==> src/rtl/csp_pkg.sv <==
// Shared types for the charge share and polarity sequencer.
package csp_pkg;
    // Line phase common to all columns.
    typedef enum logic [1:0] {
        PH_IDLE  = 2'd0,
        PH_SHARE = 2'd1,
        PH_GAP   = 2'd2,
        PH_DRIVE = 2'd3
    } phase_t;
endpackage

==> src/rtl/csp_phase_fsm.sv <==
// Phase sequencer: walks all columns through share, gap and drive after
// every load event. Assumes load_evt is already synchronized to clk and
// lasts one cycle per line. share_len is read only at a load event.
module csp_phase_fsm
    import csp_pkg::*;
#(
    parameter int SHARE_W = 8
) (
    input  logic               clk,
    input  logic               rst_n,
    input  logic               load_evt,
    input  logic [SHARE_W-1:0] share_len,
    output phase_t             phase_o
);
    localparam logic [SHARE_W-1:0] LAST_CNT = SHARE_W'(1);

    phase_t             phase_q;
    phase_t             phase_d;
    logic [SHARE_W-1:0] cnt_q;
    logic [SHARE_W-1:0] cnt_d;
    logic               zero_len;

    assign zero_len = (share_len == '0);

    // Next phase and share counter from the current phase and the load event.
    always_comb begin
        phase_d = phase_q;
        cnt_d   = cnt_q;
        if (load_evt) begin
            if (!zero_len) begin
                phase_d = PH_SHARE;
                cnt_d   = share_len;
            end else if (phase_q == PH_SHARE) begin
                phase_d = PH_GAP;
                cnt_d   = '0;
            end else begin
                phase_d = PH_DRIVE;
                cnt_d   = '0;
            end
        end else begin
            unique case (phase_q)
                PH_SHARE: begin
                    if (cnt_q == LAST_CNT) begin
                        phase_d = PH_GAP;
                        cnt_d   = '0;
                    end else begin
                        cnt_d = cnt_q - LAST_CNT;
                    end
                end
                PH_GAP:   phase_d = PH_DRIVE;
                default:  phase_d = phase_q;
            endcase
        end
    end

    // Phase and counter registers with synchronous reset to idle.
    always_ff @(posedge clk) begin
        if (!rst_n) begin
            phase_q <= PH_IDLE;
            cnt_q   <= '0;
        end else begin
            phase_q <= phase_d;
            cnt_q   <= cnt_d;
        end
    end

    assign phase_o = phase_q;

    AST_SHARE_THEN_GAP: assert property (@(posedge clk) disable iff (!rst_n)
        (phase_q == PH_SHARE) |=> (phase_q != PH_DRIVE));
    AST_SHARE_CNT_LIVE: assert property (@(posedge clk) disable iff (!rst_n)
        (phase_q == PH_SHARE) |-> (cnt_q != '0));
    AST_LOAD_RESTARTS: assert property (@(posedge clk) disable iff (!rst_n)
        (load_evt && !zero_len) |=> (phase_q == PH_SHARE));
    AST_ZERO_SKIPS: assert property (@(posedge clk) disable iff (!rst_n)
        (load_evt && zero_len && phase_q != PH_SHARE) |=> (phase_q == PH_DRIVE));
    AST_IDLE_HOLDS: assert property (@(posedge clk) disable iff (!rst_n)
        (phase_q == PH_IDLE && !load_evt) |=> (phase_q == PH_IDLE));
    AST_DRIVE_HOLDS: assert property (@(posedge clk) disable iff (!rst_n)
        (phase_q == PH_DRIVE && !load_evt) |=> (phase_q == PH_DRIVE));
endmodule

==> src/rtl/csp_line_latch.sv <==
// Line capture: stores the column codes and the polarity bit at each load
// event and holds them for the whole line. Assumes col_codes is stable
// in the cycle of the load event.
module csp_line_latch #(
    parameter int NUM_COLS = 8,
    parameter int CODE_W   = 6
) (
    input  logic                       clk,
    input  logic                       rst_n,
    input  logic                       load_evt,
    input  logic                       pol_in,
    input  logic [NUM_COLS*CODE_W-1:0] col_codes,
    output logic                       pol_q,
    output logic [NUM_COLS*CODE_W-1:0] code_q
);
    // Capture codes and polarity on a load event, clear on reset.
    always_ff @(posedge clk) begin
        if (!rst_n) begin
            pol_q  <= 1'b0;
            code_q <= '0;
        end else if (load_evt) begin
            pol_q  <= pol_in;
            code_q <= col_codes;
        end
    end

    AST_CODE_CAPTURE: assert property (@(posedge clk) disable iff (!rst_n)
        load_evt |=> (code_q == $past(col_codes)));
    AST_CODE_HOLD: assert property (@(posedge clk) disable iff (!rst_n)
        !load_evt |=> $stable(code_q));
    AST_POL_HOLD: assert property (@(posedge clk) disable iff (!rst_n)
        !load_evt |=> $stable(pol_q));
endmodule

==> src/rtl/csp_column_map.sv <==
// Column fan-out: turns the common phase and captured polarity into
// per-column enables and reference set selects. Bit index i is column
// number i+1, so odd-numbered columns sit on even indices.
module csp_column_map
    import csp_pkg::*;
#(
    parameter int NUM_COLS = 8,
    parameter int CODE_W   = 6
) (
    input  logic                       clk,
    input  logic                       rst_n,
    input  phase_t                     phase,
    input  logic                       pol_q,
    input  logic [NUM_COLS*CODE_W-1:0] code_q,
    output logic [NUM_COLS-1:0]        share_en,
    output logic [NUM_COLS-1:0]        drive_en,
    output logic [NUM_COLS-1:0]        pol_high,
    output logic [NUM_COLS*CODE_W-1:0] dac_code
);
    logic in_share;
    logic in_drive;

    assign in_share = (phase == PH_SHARE);
    assign in_drive = (phase == PH_DRIVE);

    for (genvar g = 0; g < NUM_COLS; g++) begin : g_col
        localparam logic EVEN_NUMBERED = ((g % 2) == 1);
        // Per-column enables and parity-based polarity select.
        assign share_en[g] = in_share;
        assign drive_en[g] = in_drive;
        assign pol_high[g] = pol_q ^ EVEN_NUMBERED;
        assign dac_code[g*CODE_W +: CODE_W] = code_q[g*CODE_W +: CODE_W];
    end

    AST_SHARE_DRIVE_EXCL: assert property (@(posedge clk) disable iff (!rst_n)
        !(|(share_en & drive_en)));
endmodule

==> src/rtl/charge_share_seq.sv <==
// Charge share and polarity sequencer top: captures a line at each load
// event, then sequences all columns through share, gap and drive, with
// polarity alternating by column parity.
module charge_share_seq
    import csp_pkg::*;
#(
    parameter int NUM_COLS = 8,
    parameter int CODE_W   = 6,
    parameter int SHARE_W  = 8
) (
    input  logic                       clk,
    input  logic                       rst_n,
    input  logic                       load_evt,
    input  logic                       pol_in,
    input  logic [SHARE_W-1:0]         share_len,
    input  logic [NUM_COLS*CODE_W-1:0] col_codes,
    output logic [NUM_COLS-1:0]        share_en,
    output logic [NUM_COLS-1:0]        drive_en,
    output logic [NUM_COLS-1:0]        pol_high,
    output logic [NUM_COLS*CODE_W-1:0] dac_code
);
    phase_t                     phase;
    logic                       pol_q;
    logic [NUM_COLS*CODE_W-1:0] code_q;

    csp_phase_fsm #(.SHARE_W(SHARE_W)) u_fsm (
        .clk       (clk),
        .rst_n     (rst_n),
        .load_evt  (load_evt),
        .share_len (share_len),
        .phase_o   (phase)
    );

    csp_line_latch #(.NUM_COLS(NUM_COLS), .CODE_W(CODE_W)) u_latch (
        .clk       (clk),
        .rst_n     (rst_n),
        .load_evt  (load_evt),
        .pol_in    (pol_in),
        .col_codes (col_codes),
        .pol_q     (pol_q),
        .code_q    (code_q)
    );

    csp_column_map #(.NUM_COLS(NUM_COLS), .CODE_W(CODE_W)) u_map (
        .clk      (clk),
        .rst_n    (rst_n),
        .phase    (phase),
        .pol_q    (pol_q),
        .code_q   (code_q),
        .share_en (share_en),
        .drive_en (drive_en),
        .pol_high (pol_high),
        .dac_code (dac_code)
    );
endmodule

==> config.mk <==
export PLATFORM = sky130hd
export DESIGN_NAME = charge_share_seq
export DESIGN_NICKNAME = d
export VERILOG_FILES = /design/src/rtl/csp_pkg.sv /design/src/rtl/csp_phase_fsm.sv /design/src/rtl/csp_line_latch.sv /design/src/rtl/csp_column_map.sv /design/src/rtl/charge_share_seq.sv
export SDC_FILE = /design/constraint.sdc
export NUM_CORES = 1
export LEC_CHECK = 0
export BUFFER_PORTS_ARGS = -buffer_cell sky130_fd_sc_hd__buf_2
export CAP_MARGIN = 20
export CORE_ASPECT_RATIO = 1.2
export CORE_MARGIN = 3
export CORE_UTILIZATION = 49
export CTS_BUF_LIST = sky130_fd_sc_hd__clkbuf_16
export CTS_CLUSTER_SIZE = 8
export DETAILED_ROUTE_END_ITERATION = 10
export GPL_TIMING_DRIVEN = 1
export PLACE_DENSITY = 0.93
export SYNTH_ARGS = -nofsm -noshare
export SYNTH_HDL_FRONTEND = slang
export SYNTH_SLANG_ARGS = --single-unit
export TNS_END_PERCENT = 100
==> constraint.sdc <==
create_clock -name clk -period 2.27 [get_ports clk]
set_clock_uncertainty 0.15 [all_clocks]
set_input_delay 0 -clock clk [delete_from_list [all_inputs] [get_ports clk]]
set_output_delay 0 -clock clk [all_outputs]
set_load 0.02 [all_outputs]
==> run summary, run 1 <==
initial antenna violation count -> 0
DP Area -> 3140 um^2
total track usage -> 26.4%
maximum vdd ir drop -> 0.000629 V
post-CTS setup buffers -> 0
most frequent cells in the layout -> 130 x buf_2, 59 x dfxtp_1, 58 x dlygate4sd3_1
# rows -> 28
met2 usage -> 48.0%
critical path's slowest cell -> nor4_4
unrepaired setup endpoints after global routing -> no
max incr delay on CP -> 0.43 ns
Syn. warnings -> 0
largest net degree at the start of global routing -> 33
fin nets -> 495
outcome -> completed
Post-DP HPWL -> 4.45 mm
total power -> 2860 uW
Finished Core Util -> 78.9%
CP Buf/Inv Count -> 0
drt wl/cell -> 15.9 um
P&R area growth vs syn -> 52.0%
CTS Buffer Depth -> 2
DR iter-0 viols -> 107
GR Util met1 -> 27.4%
endpoints failing setup -> 0
Leakage -> 0.00201 uW
worst-margin pin slew -> 0.950 ns
Mapped Avg Cell Area -> 9.78 um^2
Worst Setup Start Kind -> flip-flop
Cell Pwr Density -> 719 nW/um^2
CP delay by family, top -> simple AND/OR/NAND/NOR gates
final period demand of the worst path -> 1.61 ns
share of layout cells above drive strength 1 -> 34.7%
total iterations of the first detailed-routing run -> 4
CTS buffer count -> 9
final hold vios -> 0
vias in the first global route -> 2696
period utilization -> 70.8%
width of the die -> 72.8 um
Max Slew Vio Count -> 0
Async SR Flop Fraction -> 0%
CTS tree -> built
Crit Path Class -> flip-flop to flip-flop
Sink Count -> 59
core area -> 5040 um^2
most common library cell in the layout ignoring fill and taps -> buf_2
sequential-to-total area share from yosys stat -> 45.1%
setup tns final -> 0 ns
DIE HEIGHT -> 86.1 um
Most Crowded Layer GR -> met2
H-Tree Depth -> 3
Crit path required time -> 2.31 ns
Top FF cell, synth -> dfxtp_1
Hold Path Class -> input port to flip-flop
fmax -> 623 MHz
worst-path fanout max -> 6
worst hold margin -> 0.0139 ns
starting density of the core -> 51.9%
met3 GRT Util -> 6.80%
Max-cap violations -> 0
synthesized instance count -> 268
synth unique cells -> 36
routed wire length -> 7.91 mm
I/O Buffers -> 131
clock root buffer -> clkbuf_16
Worst setup EP type -> flip-flop
worst path cell trace -> nor4_4 -> nand3_1 -> o311ai_1 -> a21oi_1
diodes inserted -> 0
num ports -> 132
fin area -> 3980 um^2
number of synthesized flops with an enable pin -> 0
Overflow after GRT -> 0
worst skew pair latency -> 0.32 ns
syn nets -> 330
global-route wire length before repair -> 12.7 mm
crit path DAT -> 1.65 ns
Mapped Area -> 2620 um^2
via/cell ratio -> 5.12
Clock Pin Slew Worst Setup and Hold Paths -> 0.05 ns
Yosys reg bits -> 59
Vias -> 2552
antenna viol nets, final -> 0
die area -> 6260 um^2
Routability Congestion -> 0.846
# DRC -> 0
max_slew headroom -> 36.6%
path summary, 6_finish.rpt:
| check | cells past startpoint | slack (ns) | endpoint | startpoint |
|---|---|---|---|---|
| worst max-delay path | 4 | 0.66 | u_fsm.cnt_q[5]$_SDFFE_PN0P_ | u_fsm.cnt_q[3]$_SDFFE_PN0P_ |
| worst min-delay path | 3 | 0.01 | u_fsm.cnt_q[3]$_SDFFE_PN0P_ | rst_n |
| worst max register to register | 4 | 0.66 | u_fsm.cnt_q[5]$_SDFFE_PN0P_ | u_fsm.cnt_q[3]$_SDFFE_PN0P_ |
| worst min register to register | 2 | 0.34 | u_latch.code_q[22]$_SDFFE_PN0P_ | u_latch.code_q[22]$_SDFFE_PN0P_ |
synthesized netlist by cell type (4+ instances only):
cell type  instances  share of area (%)
clkbuf_1           7                1.0
buf_2              5               0.95
nor2_1            32                4.6
a21oi_1            5               0.95
o21ai_0            4               0.76
mux2i_1           50                 19
nand2_1            9                1.3
dfxtp_1           59                 45
inv_1              7                1.0
buf_4             26                7.4
nor2b_1           26                6.2
what timing repair did:
item	CTS	global route
hold buffers	58	0
gates resized for setup	0	0
hold endpoints to repair	58	0
logic make-up (layout without fill, tap and decap cells):
logic type	after synthesis	after routing	share of synthesized area, %
flops	59	59	45.1
fa+ha+maj	2	2	0.955
mux	50	50	19.1
xor+xnor	3	3	1.00
buf+inv	46	216	10.6
simple gates	85	85	16.9
compound gates	23	23	6.45
where the power goes:
part           leakage (uW)  switching [uW]  internal (uW)  total [uW]
Sequential         0.000487            48.4           1100        1150
Combinational       0.00139             286            255         541
Clock              0.000131             450            720        1170
Total               0.00201             784           2080        2860
layer usage:
metal  share of wire, %  wire length, um
met1                 37             2920
met5                  0                0
met2                 53             4180
met3                7.3              574
met4                3.0              235
state kept, by name (all words and copies together) (netlist names):
name	cells
u_fsm.phase_o	2
u_latch.pol_q	1
u_latch.code_q	48
u_fsm.cnt_q	8
final cells by class:
type	count	area (um^2)
flip-flops and latches	59	1180
well taps	60	75.1
fillers	324	1060
clock buffers	9	225
inverters	8	30.0
clock inverters	7	35.0
multi-input cells	163	1160
repair buffers	192	1270
worst reg2reg max path, stage by stage (launching register included):
cell	delay [ns]
dfxtp_1	0.37
nor4_4	0.43
nand3_1	0.20
o311ai_1	0.27
a21oi_1	0.07
stage by stage:
step,cells,setup slack [ns]
after global routing,498,0.531
after global placement,424,0.731
after detailed placement,424,0.678
final,498,0.664
after floorplan,268,0.824
after CTS,498,0.675
Power figures use the tool's default switching activity.
==> run 2, diff against run 1 <==
ABC_AREA = 1   (was unset)
CORE_UTILIZATION = 41   (was 49)
PLACE_DENSITY = 0.85   (was 0.93)
clock period = 1.43 ns   (was 2.27 ns; I/O delays follow)
==> run summary, run 2 <==
fmax -> 736 MHz (+18%)
P&R area growth vs syn -> 64.4%
unrepaired setup endpoints after global routing -> no
via/cell ratio -> 4.89 (-4.6%)
filler cell count -> 418 (+29%)
total track usage -> 23.9% (-2.5 points)
switching part of the total power -> 28.3% (+0.93 points)
width of the die -> 77.8 um (+6.9%)
outcome -> completed
fin worst setup slack -> 0.0708 ns (-0.593 ns)
routed wire length -> 8.55 mm (+8.1%)
area leader, netlist -> dfxtp_1
number of synthesized flops with an enable pin -> 0 (unchanged)
endpoints failing setup -> 0 (unchanged)
Worst Setup Start Kind -> flip-flop
Crit Path Class -> flip-flop to flip-flop
Synth top cells by count -> 105 x nor2_1, 59 x dfxtp_1, 54 x o21ai_0, 24 x buf_4, 23 x inv_1
Mapped Avg Cell Area -> 7.41 um^2 (-24%)
final period demand of the worst path -> 1.36 ns (-0.247 ns)
syn nets -> 404 (+22%)
setup tns final -> 0 ns (unchanged)
Post-DP HPWL -> 4.68 mm (+5.1%)
DP Area -> 3100 um^2 (-1.3%)
area taken by multi-input logic gates -> 1030 um^2 (-11%)
Async SR Flop Fraction -> 0% (unchanged)
total iterations of the first detailed-routing run -> 4 (unchanged)
# rows -> 30 (+7.1%)
clock root buffer -> clkbuf_16
maximum vdd ir drop -> 0.000699 V (+11%)
worst-path fanout max -> 2 (-4)
Finished Core Util -> 71.6% (-7.3 points)
Yosys reg bits -> 59 (unchanged)
critical path's slowest cell -> dlygate4sd3_1
CTS buffer count -> 9 (unchanged)
CTS tree -> built
Max-cap violations -> 0 (unchanged)
crit path DAT -> 1.40 ns (-0.25 ns)
synth unique cells -> 23 (-36%)
largest net degree at the start of global routing -> 41 (+24%)
initial antenna violation count -> 0 (unchanged)
Setup WS pre-CTS -> 0.0237 ns (-0.654 ns)
max_slew headroom -> 75.7% (+39 points)
Max Slew Vio Count -> 0 (unchanged)
drt wl/cell -> 13.9 um (-12%)
Psw -> 1320 uW (+68%)
die area -> 7160 um^2 (+14%)
Cell Pwr Density -> 1120 nW/um^2 (+56%)
Hold Path Class -> input port to flip-flop
total power -> 4660 uW (+63%)
CP delay by family, top -> buffers and inverters
final hold vios -> 0 (unchanged)
CTS Buffer Depth -> 2 (unchanged)
max incr delay on CP -> 0.56 ns (+0.13 ns)
fin nets -> 591 (+19%)
worst path cell trace -> o21ai_0 -> nor2_1 -> dlygate4sd3_1
Clock Pin Slew Worst Setup and Hold Paths -> 0.05 ns (about the same)
Clock Power Share -> 40.0% (-0.9 points)
Crit path required time -> 1.48 ns (-0.83 ns)
worst skew pair latency -> 0.31 ns (about the same)
global-route wire length before repair -> 13.7 mm (+7.9%)
# DRC -> 0 (unchanged)
Syn. warnings -> 0 (unchanged)
synthesized instance count -> 342 (+28%)
Mapped Area -> 2530 um^2 (-3.3%)
Top reg by flops -> u_latch.code_q
most common library cell in the layout ignoring fill and taps -> buf_2
top cells by area, synth -> dfxtp_1 47%, nor2_1 16%, o21ai_0 11%, buf_4 7.1%, inv_1 3.4%
P_int -> 3340 uW (+61%)
Seq pwr share -> 39.4% (-0.8 points)
core area -> 5820 um^2 (+15%)
antenna viol nets, final -> 0 (unchanged)
most frequent cells in the layout -> 131 x buf_2, 105 x nor2_1, 76 x dlygate4sd3_1
top-area cell type share of the netlist area -> 46.6% (+1.5 points)
diodes inserted -> 0 (unchanged)
DR iter-0 viols -> 163 (+52%)
num ports -> 132 (unchanged)
Worst setup EP type -> flip-flop
Routability Congestion -> 0.859 (+1.5%)
sequential-to-total area share from yosys stat -> 46.6% (+1.5 points)
H-Tree Depth -> 3 (unchanged)
Leakage -> 0.00210 uW (+4.4%)
Sink Count -> 59 (unchanged)
Largest register FFs -> 48 (unchanged)
DIE HEIGHT -> 92.1 um (+7.0%)
I/O Buffers -> 131 (unchanged)
Top FF cell, synth -> dfxtp_1
starting density of the core -> 43.5% (-8.4 points)
Comb power frac -> 20.6% (+1.7 points)
worst-margin pin slew -> 0.364 ns (-0.586 ns)
CP Buf/Inv Count -> 1 (+1)
fin area -> 4170 um^2 (+4.6%)
Vias -> 3003 (+18%)
vias in the first global route -> 3057 (+13%)
Overflow after GRT -> 0 (unchanged)
count leader, synth -> nor2_1
share of layout cells above drive strength 1 -> 32.2% (-2.5 points)
storage element area -> 1180 um^2 (+0.21%)
period utilization -> 95.1% (+24 points)
[run 2: cell types whose count changed in the layout (fill, tap and decap cells not counted), sizes merged, moves of 4 or more]
cell,delta
clkinv,-4
nand2,+14
nor2,+76
a21oi,+6
dlygate4sd3,+18
o21ai,+50
buf,+6
mux2i,-50
nor2b,-26
inv,+18
[run 2: worst paths after layout]
| path | startpoint | slack [ns] | depth (start not counted) | end |
|---|---|---|---|---|
| max | u_latch.code_q[10]$_SDFFE_PN0P_ | 0.07 | 3 | u_latch.code_q[10]$_SDFFE_PN0P_ |
| min | load_evt | 0.006 | 4 | u_latch.code_q[23]$_SDFFE_PN0P_ |
| max reg2reg | u_latch.code_q[10]$_SDFFE_PN0P_ | 0.07 | 3 | u_latch.code_q[10]$_SDFFE_PN0P_ |
| min reg2reg | u_latch.code_q[17]$_SDFFE_PN0P_ | 0.34 | 2 | u_latch.code_q[17]$_SDFFE_PN0P_ |
[run 2: cell families (layout without fill, tap and decap cells)]
kind of cell | after synthesis | count (layout) | synth area share, %
AOI/OAI and AO/OA | 69 | 69 | 13.8
xor gates and xnor gates | 3 | 3 | 1.04
adders and majority gates | 2 | 2 | 0.987
buffers and inverters | 64 | 256 | 14.0
DFF | 59 | 59 | 46.6
and+or+nand+nor | 145 | 145 | 23.6
[run 2: area by class of cell]
class | instances | share of cell area [%]
clock inverter | 7 | 0.901
inverter | 24 | 2.22
sequential | 59 | 28.4
clock buffer | 9 | 5.41
tap | 80 | 2.40
timing repair buffer | 216 | 35.9
multi-input combinational | 219 | 24.7
[run 2: what timing repair did]
| action | CTS | global route |
|---|---|---|
| hold buffers | 76 | 0 |
| setup buffers | 1 | 0 |
| resized for setup | 3 | 12 |
| pin swaps | 2 | 3 |
| setup endpoints to repair | 2 | 18 |
| endpoints found under the hold margin | 59 | 0 |
[run 2: stage by stage]
stage | hold slack (ns) | std cells
2_1_floorplan | -0.0151 | 342
3_3_place_gp | 0.0715 | 521
3_5_place_dp | 0.0813 | 521
4_1_cts | 0.00435 | 614
5_1_grt | 0.0505 | 614
6_report | 0.00599 | 614
[run 2: layer usage]
metal	global-route usage [%]	up-vias	wire, um
li1	-	1437	-
met1	25.5	1386	3220
met2	42.7	156	4450
met3	6.48	24	605
met4	11.7	0	261
met5	0	-	0
[run 2: power groups by stage]
| stage | sequential (uW) | clock, uW | combinational (uW) |
|---|---|---|---|
| after floorplan | 1970 | 0 | 396 |
| after CTS | 1830 | 1900 | 923 |
| after detailed placement | 1860 | 0 | 747 |
| after global routing | 1850 | 1970 | 1050 |
| final | 1840 | 1860 | 959 |
| after global placement | 1850 | 0 | 730 |
[run 2: worst register-to-register path: stages, from the launching register on]
cell	delay, ns
dfxtp_1	0.32
o21ai_0	0.15
nor2_1	0.06
dlygate4sd3_1	0.56
==> run 3, diff against run 2 <==
SETUP_SLACK_MARGIN = 0.15   (was unset)
==> run summary, run 3 (synthesis results as in run 2) <==
outcome -> complete, but fails checks
failing checks -> hold timing
Post-DP HPWL -> 4.68 mm (unchanged)
DR iter-0 viols -> 222 (+36%)
# rows -> 30 (unchanged)
DIE HEIGHT -> 92.1 um (unchanged)
H-Tree Depth -> 3 (unchanged)
Leakage -> 0.00206 uW (-1.9%)
endpoints failing setup -> 0 (unchanged)
switching part of the total power -> 28.3% (about the same)
starting density of the core -> 43.5% (unchanged)
critical path's slowest cell -> dfxtp_2
vias in the first global route -> 3034 (-0.75%)
crit path DAT -> 1.44 ns (+0.04 ns)
Hold Path Class -> input port to flip-flop
CP delay by family, top -> simple AND/OR/NAND/NOR gates
drt wl/cell -> 14.0 um (+0.76%)
met3 wire len -> 656 um (+8.4%)
# DRC -> 0 (unchanged)
Worst Setup Start Kind -> flip-flop
Vias -> 2943 (-2.0%)
die area -> 7160 um^2 (unchanged)
Setup WS pre-CTS -> 0.0237 ns (unchanged)
CP Buf/Inv Count -> 1 (unchanged)
worst path cell trace -> inv_2 -> ha_4 -> nand2_4 -> nor2_4 -> nor3_4 -> nand2_1 -> a21oi_2
P&R area growth vs syn -> 62.8%
worst-path fanout max -> 5 (+3)
Routability Congestion -> 0.859 (unchanged)
Worst setup EP type -> flip-flop
share of layout cells above drive strength 1 -> 34.9% (+2.6 points)
most common library cell in the layout ignoring fill and taps -> buf_2
num ports -> 132 (unchanged)
worst skew pair latency -> 0.31 ns (about the same)
fmax -> 741 MHz (+0.71%)
Psw -> 1320 uW (-0.22%)
CTS Buffer Depth -> 2 (unchanged)
Sink Count -> 59 (unchanged)
Cell Pwr Density -> 1130 nW/um^2 (+0.78%)
antenna viol nets, final -> 0 (unchanged)
core area -> 5820 um^2 (unchanged)
Crit path required time -> 1.52 ns (+0.04 ns)
Largest register FFs -> 48 (unchanged)
P_int -> 3330 uW (-0.22%)
worst-margin pin slew -> 0.490 ns (+0.126 ns)
routed wire length -> 8.49 mm (-0.71%)
Post-Route M1 WL -> 3.11 mm (-3.5%)
largest net degree at the start of global routing -> 41 (unchanged)
Max Slew Vio Count -> 0 (unchanged)
global-route wire length before repair -> 13.6 mm (-0.90%)
CP startpoint -> u_fsm.cnt_q[1]$_SDFFE_PN0P_
Comb power frac -> 20.5% (about the same)
Crit Path Class -> flip-flop to flip-flop
total iterations of the first detailed-routing run -> 4 (unchanged)
Hold Crit Start -> load_evt
final period demand of the worst path -> 1.35 ns (-0.00956 ns)
Max Used Layer -> met4
setup tns final -> 0 ns (unchanged)
Overflow after GRT -> 0 (unchanged)
width of the die -> 77.8 um (unchanged)
max_slew headroom -> 67.3% (-8.4 points)
worst hold margin -> -0.0328 ns (-0.0388 ns)
Seq pwr share -> 39.6% (+0.2 points)
clock root buffer -> clkbuf_16
via/cell ratio -> 4.86 (-0.54%)
Top reg by flops -> u_latch.code_q
most frequent cells in the layout -> 128 x buf_2, 103 x nor2_1, 65 x dlygate4sd3_1
unrepaired setup endpoints after global routing -> yes
max incr delay on CP -> 0.33 ns (-0.23 ns)
final hold vios -> 4 (+4)
Clock Pin Slew Worst Setup and Hold Paths -> 0.05 ns (about the same)
period utilization -> 94.4% (-0.67 points)
reg2reg start -> u_fsm.cnt_q[1]$_SDFFE_PN0P_
Clock Power Share -> 39.8% (-0.2 points)
met2 routed WL -> 4.49 mm (+0.76%)
diodes inserted -> 0 (unchanged)
CTS tree -> built
filler cell count -> 416 (-0.48%)
CTS buffer count -> 9 (unchanged)
initial antenna violation count -> 0 (unchanged)
fin worst setup slack -> 0.0803 ns (+0.00956 ns)
Max-cap violations -> 0 (unchanged)
fin nets -> 582 (-1.5%)
maximum vdd ir drop -> 0.000705 V (+0.95%)
total track usage -> 23.7% (-0.15 points)
I/O Buffers -> 131 (unchanged)
## run 3: cell count changes in the layout (fill, tap and decap cells not counted), sizes merged
cell,delta
buf,+1
dlygate4sd3,-11
dlymetal6s4s,+1
## run 3: path summary, 6_finish.rpt
path | to | slack (ns) | depth (start not counted)
max | u_fsm.cnt_q[0]$_SDFFE_PN0P_ | 0.08 | 7
min | u_latch.code_q[27]$_SDFFE_PN0P_ | -0.03 | 4
max reg2reg | u_fsm.cnt_q[0]$_SDFFE_PN0P_ | 0.08 | 7
min reg2reg | u_latch.code_q[17]$_SDFFE_PN0P_ | 0.34 | 2
## run 3: power by group through the flow
stage	Clock [uW]	Combinational, uW	Sequential, uW
3_3_place_gp	0	730	1850
6_report	1850	954	1840
3_5_place_dp	0	747	1860
5_1_grt	1960	1040	1850
2_1_floorplan	0	396	1970
4_1_cts	1900	928	1830
## run 3: cell type report
class | count | area (um^2) | area share (%)
sequential | 59 | 1190 | 28.9
multi-input combinational | 219 | 1060 | 25.8
clock inverter | 7 | 37.5 | 0.910
tap | 80 | 100 | 2.43
clock buffer | 9 | 225 | 5.46
timing repair buffer | 207 | 1410 | 34.3
inverter | 24 | 95.1 | 2.31
## run 3: what timing repair did
action / 4_1_cts / 5_1_grt
setup endpoints to repair: 17 / 33
hold endpoints to repair: 59 / 0
hold buffers: 70 / 0
resized for setup: 21 / 11
pin swaps: 6 / 8
buffers inserted: 2 / 0
cloned: 0 / 0
## run 3: metrics by stage
step | util [%] | area, um^2 | cells | hold slack, ns | power (uW)
finish | 70.9 | 4130 | 605 | -0.0328 | 4650
global route | 70.9 | 4130 | 605 | 0.0410 | 4850
CTS | 71.1 | 4140 | 609 | 0.0596 | 4660
detailed placement | 53.3 | 3100 | 521 | 0.0813 | 2610
global placement | 53.3 | 3100 | 521 | 0.0715 | 2580
floorplan | - | 2530 | 342 | -0.0151 | 2370
## run 3: worst min-delay path: cells and delay by family
family / cells / cell delay, ns
buffers and inverters: 2 / 0.24
AND/OR/NAND/NOR: 2 / 0.14
## run 3: per-layer routing
layer / track usage, % / vias up
met4: 11.7 / 0
li1: - / 1422
met3: 6.29 / 20
met5: 0 / -
met2: 43.4 / 156
met1: 24.6 / 1345
